==> config.mk <==
export PLATFORM = sky130hd
export DESIGN_NAME = instr_cycle_seq
export DESIGN_NICKNAME = d
export VERILOG_FILES = /design/src/rtl/seq_pkg.sv /design/src/rtl/seq_timing.sv /design/src/rtl/op_decoder.sv /design/src/rtl/bus_mux.sv /design/src/rtl/instr_cycle_seq.sv
export SDC_FILE = /design/constraint.sdc
export NUM_CORES = 1
export LEC_CHECK = 0
export ABC_AREA = 1
export BUFFER_PORTS_ARGS = -buffer_cell sky130_fd_sc_hd__clkbuf_2
export CORE_MARGIN = 2
export CORE_UTILIZATION = 54
export CTS_CLUSTER_DIAMETER = 40
export CTS_CLUSTER_SIZE = 14
export DETAILED_ROUTE_END_ITERATION = 7
export PLACE_DENSITY = 0.87
export SETUP_SLACK_MARGIN = 0.4
export SLEW_MARGIN = 5
export SYNTH_ARGS = -nofsm -noshare
export SYNTH_HDL_FRONTEND = slang
export SYNTH_HIERARCHICAL = 1
export SYNTH_SLANG_ARGS = --single-unit
export TNS_END_PERCENT = 20
==> constraint.sdc <==
create_clock -name clk -period 9.4 [get_ports clk]
set_input_delay 0.47 -clock clk [delete_from_list [all_inputs] [get_ports clk]]
set_output_delay 0.47 -clock clk [all_outputs]
set_load 0.02 [all_outputs]
==> src/rtl/seq_pkg.sv <==
package seq_pkg;

    // Source codes for the shared bus; the encodings are observed outside the block.
    typedef enum logic [2:0] {
        BUS_NONE = 3'b000,
        BUS_AR   = 3'b001,
        BUS_PC   = 3'b010,
        BUS_IR   = 3'b101,
        BUS_MEM  = 3'b111
    } bus_src_e;

    // Named phases of one instruction cycle.
    typedef enum logic [3:0] {
        PH_FETCH_ADDR,
        PH_FETCH_READ,
        PH_DECODE,
        PH_INDIRECT,
        PH_DIRECT_WAIT,
        PH_REG_EXEC,
        PH_IO_EXEC,
        PH_MEM_EXEC,
        PH_INT_HOLD
    } phase_e;

endpackage

==> src/rtl/seq_timing.sv <==
module seq_timing #(
    parameter int SCW = 4
) (
    input  logic                 clk,
    input  logic                 rst_n,
    input  logic                 clr,
    output logic [(1<<SCW)-1:0]  t_out
);
    localparam int NT = 1 << SCW;

    logic [SCW-1:0] cnt;

    always_ff @(posedge clk or negedge rst_n) begin
        if (!rst_n) begin
            cnt <= '0;
        end else if (clr) begin
            cnt <= '0;
        end else begin
            cnt <= cnt + 1'b1;
        end
    end

    for (genvar k = 0; k < NT; k++) begin : g_tdec
        assign t_out[k] = (cnt == SCW'(k));
    end
endmodule

==> src/rtl/op_decoder.sv <==
module op_decoder #(
    parameter int OPW = 3
) (
    input  logic [OPW-1:0]      code,
    output logic [(1<<OPW)-1:0] dec
);
    localparam int ND = 1 << OPW;

    for (genvar k = 0; k < ND; k++) begin : g_odec
        assign dec[k] = (code == OPW'(k));
    end
endmodule

==> src/rtl/bus_mux.sv <==
module bus_mux
    import seq_pkg::*;
#(
    parameter int AW = 12,
    parameter int DW = 16
) (
    input  bus_src_e        sel,
    input  logic [AW-1:0]   ar,
    input  logic [AW-1:0]   pc,
    input  logic [DW-1:0]   ir,
    input  logic [DW-1:0]   mem,
    output logic [DW-1:0]   bus
);
    localparam int PADW = DW - AW;

    always_comb begin
        unique case (sel)
            BUS_AR:  bus = {{PADW{1'b0}}, ar};
            BUS_PC:  bus = {{PADW{1'b0}}, pc};
            BUS_IR:  bus = ir;
            BUS_MEM: bus = mem;
            default: bus = '0;
        endcase
    end
endmodule

==> src/rtl/instr_cycle_seq.sv <==
module instr_cycle_seq
    import seq_pkg::*;
#(
    parameter int AW  = 12,
    parameter int DW  = 16,
    parameter int SCW = 4,
    parameter int OPW = 3
) (
    input  logic                 clk,
    input  logic                 rst_n,
    input  logic                 start,
    input  logic [AW-1:0]        start_addr,
    input  logic                 int_pending,
    input  logic                 exec_done,
    input  logic [DW-1:0]        mem_rdata,
    output logic [(1<<SCW)-1:0]  t_sig,
    output logic [(1<<OPW)-1:0]  d_sig,
    output logic                 ind_flag,
    output logic [AW-1:0]        ar_q,
    output logic [AW-1:0]        pc_q,
    output logic [DW-1:0]        ir_q,
    output logic [DW-1:0]        bus_q,
    output logic [2:0]           bus_sel,
    output logic                 ar_ld,
    output logic                 pc_inr,
    output logic                 pc_ld,
    output logic                 ir_ld,
    output logic                 mem_rd,
    output logic                 sc_clr
);
    localparam int ND     = 1 << OPW;
    localparam int OP_LSB = DW - 1 - OPW;

    phase_e   phase;
    bus_src_e src;
    logic     i_ld;
    logic     step_clr;
    logic     fetch_win;

    // Timing lines from the clearable step counter.
    seq_timing #(.SCW(SCW)) u_timing (
        .clk   (clk),
        .rst_n (rst_n),
        .clr   (sc_clr),
        .t_out (t_sig)
    );

    // Opcode field decode.
    op_decoder #(.OPW(OPW)) u_opdec (
        .code (ir_q[DW-2:OP_LSB]),
        .dec  (d_sig)
    );

    bus_mux #(.AW(AW), .DW(DW)) u_bus (
        .sel (src),
        .ar  (ar_q),
        .pc  (pc_q),
        .ir  (ir_q),
        .mem (mem_rdata),
        .bus (bus_q)
    );

    assign fetch_win = t_sig[0] | t_sig[1] | t_sig[2];

    // Phase classification from timing and opcode lines.
    always_comb begin
        if (int_pending && fetch_win) begin
            phase = PH_INT_HOLD;
        end else if (t_sig[0]) begin
            phase = PH_FETCH_ADDR;
        end else if (t_sig[1]) begin
            phase = PH_FETCH_READ;
        end else if (t_sig[2]) begin
            phase = PH_DECODE;
        end else if (t_sig[3]) begin
            if (d_sig[ND-1]) begin
                phase = ind_flag ? PH_IO_EXEC : PH_REG_EXEC;
            end else begin
                phase = ind_flag ? PH_INDIRECT : PH_DIRECT_WAIT;
            end
        end else begin
            phase = PH_MEM_EXEC;
        end
    end

    // Strobes and bus source per phase.
    always_comb begin
        src      = BUS_NONE;
        ar_ld    = 1'b0;
        pc_inr   = 1'b0;
        ir_ld    = 1'b0;
        mem_rd   = 1'b0;
        i_ld     = 1'b0;
        step_clr = 1'b0;
        unique case (phase)
            PH_FETCH_ADDR: begin
                src   = BUS_PC;
                ar_ld = 1'b1;
            end
            PH_FETCH_READ: begin
                src    = BUS_MEM;
                mem_rd = 1'b1;
                ir_ld  = 1'b1;
                pc_inr = 1'b1;
            end
            PH_DECODE: begin
                src   = BUS_IR;
                ar_ld = 1'b1;
                i_ld  = 1'b1;
            end
            PH_INDIRECT: begin
                src    = BUS_MEM;
                mem_rd = 1'b1;
                ar_ld  = 1'b1;
            end
            PH_REG_EXEC, PH_IO_EXEC: begin
                step_clr = 1'b1;
            end
            PH_DIRECT_WAIT, PH_MEM_EXEC, PH_INT_HOLD: begin
                src = BUS_NONE;
            end
            default: begin
                src = BUS_NONE;
            end
        endcase
    end

    assign bus_sel = src;
    assign pc_ld   = start;
    assign sc_clr  = start | exec_done | step_clr;

    // Architectural registers; the 12-bit ones take the low bus bits.
    always_ff @(posedge clk or negedge rst_n) begin
        if (!rst_n) begin
            ar_q     <= '0;
            pc_q     <= '0;
            ir_q     <= '0;
            ind_flag <= 1'b0;
        end else begin
            if (ar_ld) begin
                ar_q <= bus_q[AW-1:0];
            end
            if (pc_ld) begin
                pc_q <= start_addr;
            end else if (pc_inr) begin
                pc_q <= pc_q + 1'b1;
            end
            if (ir_ld) begin
                ir_q <= bus_q;
            end
            if (i_ld) begin
                ind_flag <= ir_q[DW-1];
            end
        end
    end
endmodule

==> impl.org <==
** Routing
- For this run, the detailed router's first-pass iteration total came to 5.
- After detailed routing, the number of vias per cell comes to 5.21.
- Detailed Route Iter0 Violations :: 307
- Detail-routed net length per standard cell :: 13.2 um
- Once detail routing completed, the nets flagged for antenna violations numbered 0.
- Total DRC errors in the routed layout :: 0
- Sum of routed wire length over all layers :: 8860 um
- Via count :: about 3500

** Clock network
- After clock tree synthesis, the clock-pin slew on the worst setup and hold paths is 0.09 ns.
- Post-CTS repair timing setup buffer count :: 0
- The tree is rooted in a clkbuf_8.
- Hold repair after CTS inserted 0 buffers.
- At the later pin of the worst-skew pair, clock insertion delay measures 0.30 ns.
- Maximum number of buffers from clock root to sink :: 2
- TritonCTS Sinks :: 45
- TritonCTS built the clock tree.
- The number of clock buffers added by TritonCTS is 5.
- Number of gates resized after CTS :: 0
- H-tree depth :: 2

** Setup path
- Sort of element at the start of the critical path :: flop
- The endpoint identified for the worst register-to-register timing path is ar_q[1].
- Counting cells, the worst reg-to-reg path comes to 16.
- Critical path data required time :: 8.93 ns
- RR Startpoint :: u_timing/cnt[0]
- Critical Setup Path Class :: reg -> out
- Across all register-to-register paths, the minimum setup slack is 5.66 ns.
- STA classifies the critical path endpoint as an output port.
- Critical path launch point :: u_timing/cnt[0]
- Worst-path maximum fanout :: 24
- At the worst endpoint, the arrival time is 3.87 ns.
- Setup crit end :: bus_q[1]

** Floorplanning
- Starting utilization of the core area :: 55.6%
- Die ar. :: 6700 um2
- Die width :: 81.9 um
- The floorplan has 28 rows.
- In this run the vertical extent of the chip is 81.9 um.
- Core Footprint :: 5890 um2
- Number of placed I/O pins :: 123

** Timing
- Final hold viol count :: 0
- Upper clock frequency limit :: roughly 0.23 GHz
- For the pin with the worst max-slew slack, the measured transition is 1.12 ns.
- Counting I/O delays and the setup requirement, the final critical path takes 4.34 ns.
- Post-Route Setup TNS :: 0 ns
- Max-slew violations :: 0
- Setup skew after layout :: 0.00581 ns
- Setup repair after global routing left no endpoint under its margin.
- Min setup slack post-route :: 5.06 ns
- Final period utilization :: 46.2%
- Final number of setup-violating endpoints :: 0
- Worst relative slew slack :: 25.0%

** Logic synthesis
- Post-Syn Nets :: 528
- Post-Syn Area :: 3270 um2
- Synthesis inferred 45 register bits.
- Avg Synthesized Cell Area :: 6.69 um2
- Synthesis handed over a netlist of 489 instances.
- Synthesis Warnings :: 6
- The share of the Yosys chip area taken by registers is between 30% and 40%.
- The synthesized design devotes to its leading area cell type 34.4% of total area.
- The synthesized design spends more area on one cell type than any other, namely dfrtp_1.
- Dominant cells by area after synthesis :: dfrtp_1, nand2_1, nor2_1
- In this run, distinct cell masters in the synthesized netlist total 28.

** Power
- The clock network is responsible for 23.0% of the overall power.
- Combinational Power Share :: about 37%
- Leakage power total :: approximately 0.0023 uW
- In this run the power spent charging and discharging nets is 274 uW.
- Net switching is 41.4% of the power.
- Power density over cell area :: 168 nW/um2
- The worst-case IR drop observed on VDD is about 0.000087 V.
- Sequential share of power :: 40.1%
- The internal power of the cells totals 388 uW.

** Run status
- Result of the run :: complete, no violations

** Finish
- Area growth from synthesis to final layout :: 20.4%
- Final core utilization :: 66.9%
- The finished layout holds 674 standard cells, fillers aside.
- After the last flow step, the layout net total stands at 637.
- After routing the design area is 3940 um2.
- Diode insertion count for antenna repair :: 0
- Share of layout cells above drive strength 1 :: 28.2%

** GRT
- The via count of the first global-routing pass came to 2913.
- Global routing used 2.86% of the available met3 tracks.
- met2 is the most crowded layer.
- The total overflow left after global routing is 0.
- In the global route stage, met1 resource usage came out at 35.0%.
- Global-route wire length before repair :: 13600 um
- For this run, the total global-route usage over all layers was measured as 26.1%.
- The initial antenna violation count is 0.
- Global Route met2 Usage :: 44.1%
- Entering global routing, the biggest net connects 46 pins.

** Placed design
- Summed over all nets, the half-perimeter wirelength after detailed placement is 6480 um.
- Port buffering added 122 buffers.
- The number of placed instances, taps included, is 666.
- Before CTS, the worst setup slack after placement is 5.52 ns.
- At the end of routability-driven placement, the weighted congestion stood at 0.893.
- The placed instances occupy a cell area of 3820 um2.

** Worst hold path
- The tightest min-delay check is of the in -> async type.

** Run
- Number of max-capacitance violations reported :: 0
-- how the worst min path moves through the flow --
stage	endpoint	slack [ns]
6_report	ir_q[12]	0.25
3_5_place_dp	ar_q[3]	0.50
2_1_floorplan	ar_q[0]	0.17
3_3_place_gp	ir_q[0]	0.49
5_1_grt	ir_q[12]	0.30
4_1_cts	ir_q[12]	0.27
-- layout make-up --
type                       count  area [um2]
inverter                      86         325
sequential                    45        1130
fill                         557        1950
clock buffer                   7        86.3
clock inverter                 1        30.0
tap                           75        93.8
multi-input combinational    337        1660
timing repair buffer         123         618
-- layer usage --
layer	vias up	share of wire, %
met5	-	0
met1	1631	44
li1	1726	-
met2	134	48
met3	23	6.0
met4	0	2.2
-- registers in the layout, indices dropped and copies added (netlist names) --
register / count
ar_q: 12
pc_q: 12
ir_q: 16
u_timing/cnt: 4
ind_flag: 1
-- cell usage after synthesis (all sizes together) --
master / number
dfrtp: 45
o21ai: 28
nand3: 32
buf: 19
inv: 83
nand4: 26
xor2: 3
a21o: 2
nor2: 80
ha: 6
nand2: 151
a21oi: 3
or2: 2
clkinv: 3
o22ai: 4
clkbuf: 2
-- power groups by stage --
stage / Sequential [uW] / Combinational, uW / Clock (uW)
after floorplan: 296 / 136 / 0
after global placement: 266 / 237 / 0
after detailed placement: 268 / 243 / 0
after CTS: 264 / 244 / 152
after global routing: 269 / 269 / 160
final: 265 / 244 / 152
-- per-stage QoR --
stage / power, uW / hold WS (ns)
after floorplan: 432 / 0.174
after global placement: 503 / 0.487
final: 662 / 0.246
after detailed placement: 511 / 0.498
after global routing: 698 / 0.298
after CTS: 661 / 0.272
-- cells in the final DEF (no fill, tap or decap), types with 4 or more instances in the layout --
master,n
o22ai_1,4
clkbuf_8,6
clkbuf_2,122
dfrtp_1,45
nand2_1,144
ha_1,6
o21ai_2,17
nand4_1,26
nand2_4,4
nand3_1,29
inv_2,5
inv_1,77
nor2_1,78
o21ai_1,7
-- worst max-delay path, stage by stage (launching register included) --
cell      delay, ns
dfrtp_1        0.46
inv_1          0.09
ha_1           0.20
inv_1          0.12
nor2_1         0.13
nor2_4         0.14
nand2_2        0.07
nand2_4        0.08
nand3_1        0.10
a21oi_2        0.90
inv_1          0.64
nand4_1        0.25
nand2_1        0.08
clkinv_1       0.07
nand2_1        0.07
clkbuf_2       0.16
-- kinds of logic (layout without fill, tap and decap cells) --
group           after synthesis  in the layout  synth area share (%)
compound gates               37             37                  8.26
xor+xnor                      3              3                 0.803
fa+ha+maj                     6              6                  2.29
buf+inv                     107            217                  15.0
flops                        45             45                  34.4
simple gates                291            291                  39.3
(Power assumes the default switching activity.)
